## src/rtl/bf_pkg.sv

```systemverilog
package bf_pkg;

    localparam int unsigned DATA_W = 32;
    localparam int unsigned SH_W   = $clog2(DATA_W);
    localparam int unsigned REG_W  = 5;

    // opcode match: top six bits plus the two selector bits
    localparam logic [DATA_W-1:0] MATCH_MASK = 32'hFC00C000;
    localparam logic [DATA_W-1:0] PAT_EXTR   = 32'h64004000;
    localparam logic [DATA_W-1:0] PAT_INSR   = 32'h64008000;

    // field positions inside the instruction word
    localparam int unsigned RD_LSB  = 21;
    localparam int unsigned RS_LSB  = 16;
    localparam int unsigned FLD_LSB = 6;
    localparam int unsigned SH_LSB  = 0;

    typedef struct packed {
        logic             hit;
        logic             ins;
        logic [REG_W-1:0] rd;
        logic [REG_W-1:0] rs;
        logic [SH_W-1:0]  fld;
        logic [SH_W-1:0]  sh;
    } bf_dec_t;

    typedef struct packed {
        logic [DATA_W-1:0] res;
        logic              hit;
        logic              ins;
        logic              ill;
        logic [REG_W-1:0]  rd;
        logic [REG_W-1:0]  rs;
    } bf_out_t;

endpackage

```

## src/rtl/bf_decode.sv

```systemverilog
module bf_decode
    import bf_pkg::*;
(
    input  logic [DATA_W-1:0] instr_i,
    output bf_dec_t           dec_o
);
    logic is_ext;
    logic is_ins;

    always_comb begin
        is_ext     = (instr_i & MATCH_MASK) == PAT_EXTR;
        is_ins     = (instr_i & MATCH_MASK) == PAT_INSR;
        dec_o.hit  = is_ext | is_ins;
        dec_o.ins  = is_ins;
        dec_o.rd   = instr_i[RD_LSB +: REG_W];
        dec_o.rs   = instr_i[RS_LSB +: REG_W];
        dec_o.fld  = instr_i[FLD_LSB +: SH_W];
        dec_o.sh   = instr_i[SH_LSB +: SH_W];
    end
endmodule

```

## src/rtl/bf_mask.sv

```systemverilog
module bf_mask #(
    parameter int unsigned DW = 32,
    localparam int unsigned SW = $clog2(DW),
    localparam int unsigned WW = SW + 1
) (
    input  logic [WW-1:0] width_i,
    input  logic [SW-1:0] shift_i,
    output logic [DW-1:0] mask_o
);
    logic [DW:0]   ones;
    logic [DW-1:0] low;

    always_comb begin
        // one bit wider than the data so a full-width field is representable
        ones   = ({{DW{1'b0}}, 1'b1} << width_i) - {{DW{1'b0}}, 1'b1};
        low    = ones[DW-1:0];
        mask_o = low << shift_i;
    end
endmodule

```

## src/rtl/bf_field_alu.sv

```systemverilog
module bf_field_alu
    import bf_pkg::*;
(
    input  bf_dec_t           dec_i,
    input  logic [DATA_W-1:0] src_i,
    input  logic [DATA_W-1:0] dst_i,
    output logic [DATA_W-1:0] res_o,
    output logic              ill_o
);
    localparam int unsigned WW = SH_W + 1;

    logic [WW-1:0]     ext_w;
    logic [WW-1:0]     ins_w;
    logic [DATA_W-1:0] ext_m;
    logic [DATA_W-1:0] ins_m;
    logic [DATA_W-1:0] ext_v;
    logic [DATA_W-1:0] ins_v;
    logic              bad;

    always_comb begin
        ext_w = {1'b0, dec_i.fld};
        ins_w = {1'b0, dec_i.fld} - {1'b0, dec_i.sh} + WW'(1);
        bad   = dec_i.fld < dec_i.sh;
    end

    bf_mask #(.DW(DATA_W)) u_ext_mask (
        .width_i (ext_w),
        .shift_i ({SH_W{1'b0}}),
        .mask_o  (ext_m)
    );

    bf_mask #(.DW(DATA_W)) u_ins_mask (
        .width_i (ins_w),
        .shift_i (dec_i.sh),
        .mask_o  (ins_m)
    );

    always_comb begin
        ext_v = (src_i >> dec_i.sh) & ext_m;
        ins_v = (dst_i & ~ins_m) | ((src_i << dec_i.sh) & ins_m);
        res_o = '0;
        ill_o = 1'b0;
        if (dec_i.hit) begin
            if (!dec_i.ins) begin
                res_o = ext_v;
            end else if (bad) begin
                res_o = dst_i;
                ill_o = 1'b1;
            end else begin
                res_o = ins_v;
            end
        end
    end
endmodule

```

## src/rtl/bf_unit.sv

```systemverilog
module bf_unit
    import bf_pkg::*;
(
    input  logic              clk,
    input  logic              rst_n,
    input  logic [DATA_W-1:0] instr_i,
    input  logic [DATA_W-1:0] src_i,
    input  logic [DATA_W-1:0] dst_i,
    output logic [DATA_W-1:0] result_o,
    output logic              hit_o,
    output logic              insert_o,
    output logic              illegal_o,
    output logic [REG_W-1:0]  rd_idx_o,
    output logic [REG_W-1:0]  rs_idx_o
);
    bf_dec_t           dec;
    logic [DATA_W-1:0] alu_res;
    logic              alu_ill;
    bf_out_t           out_d;
    bf_out_t           out_q;

    bf_decode u_dec (
        .instr_i (instr_i),
        .dec_o   (dec)
    );

    bf_field_alu u_alu (
        .dec_i (dec),
        .src_i (src_i),
        .dst_i (dst_i),
        .res_o (alu_res),
        .ill_o (alu_ill)
    );

    always_comb begin
        out_d.res = alu_res;
        out_d.hit = dec.hit;
        out_d.ins = dec.hit & dec.ins;
        out_d.ill = alu_ill;
        out_d.rd  = dec.rd;
        out_d.rs  = dec.rs;
    end

    always_ff @(posedge clk or negedge rst_n) begin
        if (!rst_n) begin
            out_q <= '0;
        end else begin
            out_q <= out_d;
        end
    end

    assign result_o  = out_q.res;
    assign hit_o     = out_q.hit;
    assign insert_o  = out_q.ins;
    assign illegal_o = out_q.ill;
    assign rd_idx_o  = out_q.rd;
    assign rs_idx_o  = out_q.rs;
endmodule

```

## config.mk

```make
export PLATFORM = sky130hd
export DESIGN_NAME = bf_unit
export DESIGN_NICKNAME = d
export VERILOG_FILES = /design/src/rtl/bf_pkg.sv /design/src/rtl/bf_decode.sv /design/src/rtl/bf_mask.sv /design/src/rtl/bf_field_alu.sv /design/src/rtl/bf_unit.sv
export SDC_FILE = /design/constraint.sdc
export NUM_CORES = 1
export LEC_CHECK = 0
export CAP_MARGIN = 20
export CORE_MARGIN = 2
export CORE_UTILIZATION = 51
export CTS_CLUSTER_DIAMETER = 100
export DETAILED_ROUTE_END_ITERATION = 16
export GPL_ROUTABILITY_DRIVEN = 0
export PLACE_DENSITY = 0.82
export SLEW_MARGIN = 30
export SYNTH_ARGS = -nofsm -noshare
export SYNTH_HDL_FRONTEND = slang
export SYNTH_SLANG_ARGS = --single-unit
```

## constraint.sdc

```tcl
create_clock -name clk -period 0.8 [get_ports clk]
set_clock_uncertainty 0.2 [all_clocks]
set_input_delay 0.16 -clock clk [delete_from_list [all_inputs] [get_ports clk]]
set_output_delay 0.16 -clock clk [all_outputs]
set_load 0.01 [all_outputs]
```

==> key figures, run 1 <==
Synthesis
  • Cell taking the most area after synthesis: dfrtp_1
  • Largest family of logic cells by synthesized area: compound AO/OA/AOI/OAI gates
  • Synth Warn #: 0
  • Register area share after synthesis: 0.131
  • Post-synthesis simple-gate area fraction: 0.236
  • Largest cells by area after synthesis: dfrtp_1, mux4_2, mux2i_1
  • Count of unique library cells instantiated by Yosys: 83
  • Synth Instances: around 1.2k
  • Share of the synthesized area in the top cell type: 0.131
  • Ys async rst share: 1.00
  • EDFF count, synth: 0
  • Compound-gate portion of the synthesized area: 0.339
  • Mux cell area share after synthesis: 0.200
  • Syn Area/Cell: between 7 and 8 um^2
  • Adder-Cell Fraction of Synth Area: 0.0236
  • Dominant synthesized flop cell: dfrtp_1
  • Combined area of all synthesized cells: about 8600 um^2
  • Post-synthesis register bit count: 45
  • Synth Net Count: 1,311
  • XOR/XNOR Fraction of Synth Area: 0.00598

Floorplanning
  • Total I/O pin count: 143
  • Chip height: 134 um
  • Starting density of the core: 0.519
  • Die Wd: about 130 um
  • Row Count: 47

Clocking
  • Clock Sinks: 45
  • H-tree depth: 2
  • CTS buffer count: 5
  • Clock Tree Buf Depth: 2
  • Root Driver: clkbuf_16

Global route
  • Gr usage total: 0.795
  • Pin count of the biggest net entering global routing: 88
  • Gr ovfl total: 4

Timing
  • Worst_ep kind: register input
  • Post-GRT worst EP: result_o[11]$_DFF_PN0_/D

Place
  • HPWL Detailed: around 31,000 um
  • Dpl cells: between 1.5k and 2k
  • Placed inst area: 12,300 um^2
  • Port Buffer Count: 138

Run status
  • Last stage: global routing
  • Outcome: did not finish
  • Error: [ERROR GRT-0232] Routing congestion too high. Check the congestion heatmap in the GUI.
routing by layer:
layer | overflow | GRT usage
met5 | 0 | 0.597
met4 | 1 | 0.764
met3 | 0 | 0.714
met2 | 2 | 0.904
met1 | 1 | 0.784
cells by family after synthesis:
family	after synthesis
AO/OA/AOI/OAI	430
AND/OR/NAND/NOR	440
adder cells (fa/ha/maj)	15
XOR/XNOR	5
multiplexers	124
buffers and inverters	139
flip-flops	45
synth_stat cells (4+ instances only):
cell type	n
a211o_1	4
a211oi_1	20
a21boi_0	4
a21o_1	6
a21oi_1	76
a221oi_1	7
a22oi_1	12
a31oi_1	17
a41oi_1	4
buf_1	30
buf_2	13
clkbuf_1	73
dfrtp_1	45
ha_1	13
inv_1	17
inv_2	4
mux2_2	4
mux2i_1	81
mux4_2	37
nand2_1	117
nand2b_1	18
nand3_1	35
nand4_1	10
nor2_1	160
nor2b_1	9
nor3_1	32
nor4_1	15
o2111ai_1	15
o211a_1	5
o211ai_1	30
o21a_1	10
o21ai_0	90
o21ai_1	20
o21bai_1	5
o22ai_1	16
o311ai_0	8
o31a_1	6
o31ai_1	18
o32ai_1	19
o41ai_1	4
or2_2	9
or3_1	11
or4_1	4
timing repair:
item                       in CTS
setup endpoints to repair      80
gates resized for setup       363
hold endpoints to repair       45
gates cloned                    3
pin swaps                      73
setup buffers                  17
per-stage QoR:
| step | utilization | setup slack, ps |
|---|---|---|
| 2_1_floorplan | - | -4200 |
| 3_3_place_gp | 0.745 | -4230 |
| 3_5_place_dp | 0.745 | -4340 |
| 4_1_cts | 0.792 | -3530 |
==> inputs of run 2 (changes only) <==
Settings changed: CORE_UTILIZATION 51 to 40, CTS_CLUSTER_DIAMETER 100 to default, PLACE_DENSITY 0.82 to default, PLACE_DENSITY_LB_ADDON from default to 0.15.
Clock period 0.8 ns to 1 ns, I/O delays scaled along.
==> run 2 against run 1 <==
  * The flow now finishes, with violations (negative setup slack)
  * Synthesized cell count unchanged
  * Area after synthesis did not move
==> key figures, run 2 <==
Drt
  • WL/cell: about 24 um
  • Post-DRT Antenna Nets: 0
  • Pre-antenna DRT Iters: 6
  • DR vias: 12.4k
  • Initial DRC Count: about 1.9k
  • Routed WL: ~44,000 um
  • DRC viols: 0
  • Vias/cell: 6.62

Clocking
  • CTS tree: built
  • H-tree depth: 2 (unchanged)
  • Root Driver: clkbuf_16 (unchanged)
  • Clock Sinks: 45 (unchanged)
  • Clock Tree Buf Depth: 2 (unchanged)
  • CTS clk-pin slew, worst paths: roughly 70 ps
  • CTS buffer count: 5 (unchanged)

Layout
  • Cell Count, Final, Fillers Out: about 1.9k
  • Synth-to-layout area growth: 65.0%
  • Fin util: 0.673
  • Layout cells sized above 1: 0.442
  • # diodes: 0
  • Nets: around 1.7k
  • Most frequent cells in the layout: buf_4, nor2_1, nand2_1
  • Most common cell after layout, fill and taps aside: buf_4
  • Max reg flops: 32

Place
  • Dpl cells: 1,825 (was 1,755)
  • Port Buffer Count: 138 (unchanged)
  • HPWL Detailed: 32,100 um (was 31,300 um)
  • Pre-CTS setup slack: -4280 ps (was -4340 ps)

Setup path
  • Worst EP arrival: approximately 4400 ps
  • Req. time, crit path: around 1000 ps
  • Crit Path Category: in2reg
  • Startpoint types: input pin
  • Crit-path max FO: 7
  • CP endpoint kind: flop

Synthesis
  • EDFF count, synth: 0 (unchanged)
  • Count of unique library cells instantiated by Yosys: 83 (unchanged)
  • Syn Area/Cell: 7.16 um^2 (unchanged)
  • Cell taking the most area after synthesis: dfrtp_1 (unchanged)
  • Most instantiated cells after synthesis: nor2_1, nand2_1, o21ai_0, mux2i_1, a21oi_1 (unchanged)
  • Post-synthesis register bit count: 45 (unchanged)
  • Count leader, synth: nor2_1 (unchanged)
  • Ys async rst share: 1.00 (unchanged)
  • Synth Net Count: 1,311 (unchanged)
  • Share of the synthesized area in the top cell type: 0.131 (unchanged)
  • Largest cells by area after synthesis: dfrtp_1, mux4_2, mux2i_1 (unchanged)
  • Synth Warn #: 0 (unchanged)
  • Synth Instances: 1,198 (unchanged)
  • Register area share after synthesis: 0.131 (unchanged)
  • Dominant synthesized flop cell: dfrtp_1 (unchanged)
  • Combined area of all synthesized cells: 8580 um^2 (unchanged)

Timing
  • Setup TNS: -109,100 ps
  • Final Cycle Share: 4.37
  • Worst slew pin tran: 1020 ps
  • Fin crit period: approximately 4400 ps
  • Worst Slack Setup Final: -3370 ps
  • # setup viols final: 80
  • RSZ-0062 raised after global routing: true
  • Max Transition Viols Final: 0
  • Fin. Hold Viols: 0
  • Worst rel slew slack: 0.318
  • Max Clk Rate: about 230 MHz

Min path
  • Min-Delay Path Depth: 1
  • Hold Path Class: in2reg

Power
  • VDD IR-drop max: 0.000710 V
  • Static Leak: roughly 5.9 nW
  • Pwr/cell area: roughly 990 nW/um^2

Global route
  • Initial antenna violation count: 0
  • First-pass GRT wire length: around 65,000 um
  • Vias in the first global route: between 10k and 15k
  • Pin count of the biggest net entering global routing: 100
  • Gr ovfl total: 0
  • Gr usage total: 0.372

Floorplanning
  • Die area: 22,600 um^2
  • Row Count: 53 (was 47)
  • Core area: 21,000 um^2
  • Total I/O pin count: 143 (unchanged)
  • Chip height: 150 um (was 134 um)
  • Starting density of the core: 0.408 (was 0.519)
  • Die Wd: 150 um (was 134 um)

Flow run
  • Max_cap viols: 0

Run status
  • Failing checks: negative setup slack
  • Outcome: finished, violations left (was did not finish)
[run 2: repair_timing]
| action | CTS | global route |
|---|---|---|
| cloned | 1 | 0 |
| setup buffers | 33 | 25 |
| pin swaps | 78 | 80 |
| hold endpoints to repair | 45 | 0 |
| hold buffers | 1 | 0 |
| gates resized for setup | 384 | 124 |
| endpoints found under the setup margin | 80 | 80 |
[run 2: layout make-up]
class / count / area (um^2)
Multi-Input combinational cell: 1014 / 8190
Timing Repair Buffer: 518 / 4250
Sequential cell: 45 / 1130
Clock inverter: 3 / 25.0
Inverter: 21 / 86.3
Tap cell: 275 / 344
Clock buffer: 5 / 125
Fill cell: 1659 / 6880
[run 2: stage by stage]
step                hold slack (ps)  instance area (um^2)  total power, mW
finish                          147                 14100             14.0
global route                    146                 14100             14.5
CTS                             147                 13400             12.8
detailed placement            0.989                 12500             10.3
global placement              -1.13                 12500             10.2
floorplan                      -296                  8860             6.31
[run 2: cells by family (layout without fill, tap and decap cells)]
group | count (synthesis) | after routing | synth area share
AOI/OAI and AO/OA | 430 | 430 | 0.339
xor gates and xnor gates | 5 | 5 | 0.00598
adders and majority gates | 15 | 15 | 0.0236
buffers and inverters | 139 | 547 | 0.0640
DFF | 45 | 45 | 0.131
muxes | 124 | 124 | 0.200
and+or+nand+nor | 440 | 440 | 0.236
[run 2: path summary, 6_finish.rpt]
path | start | end | slack (ps)
setup / recovery | instr_i[4] | result_o[15] | -3370
hold / removal | instr_i[22] | rd_idx_o[1] | 150
min in group asynchronous | rst_n | result_o[26] | 230
max in group asynchronous | rst_n | result_o[9] | 160
[run 2: layer usage]
| metal | vias to the layer above | routed length [um] | track usage |
|---|---|---|---|
| met4 | 0 | 2380 | 0.139 |
| met5 | - | 0 | 0 |
| met1 | 5813 | 17100 | 0.499 |
| met3 | 218 | 5840 | 0.0955 |
| li1 | 5414 | - | - |
| met2 | 998 | 19100 | 0.575 |
[run 2: power by group]
group	switching (mW)	internal (mW)	total, mW
registers	0.00592	1.84	1.85
clock network	0.783	0.941	1.72
logic	5.84	4.55	10.4
total	6.63	7.34	14.0
[run 2: worst max-delay path, stage by stage]
cell	delay [ps]
dlygate4sd2_1	310
inv_1	100
ha_1	330
ha_2	230
o31ai_4	380
xor2_4	150
nor2_4	140
nand3_2	100
ha_4	200
buf_12	140
buf_4	140
buf_8	130
nor2_4	130
o31a_1	310
buf_6	150
nor3_2	40
mux4_2	540
buf_6	160
o21ai_2	130
o21ai_0	90
o31ai_1	90
a21o_1	190
No activity file was read; power rests on OpenSTA's default activity.
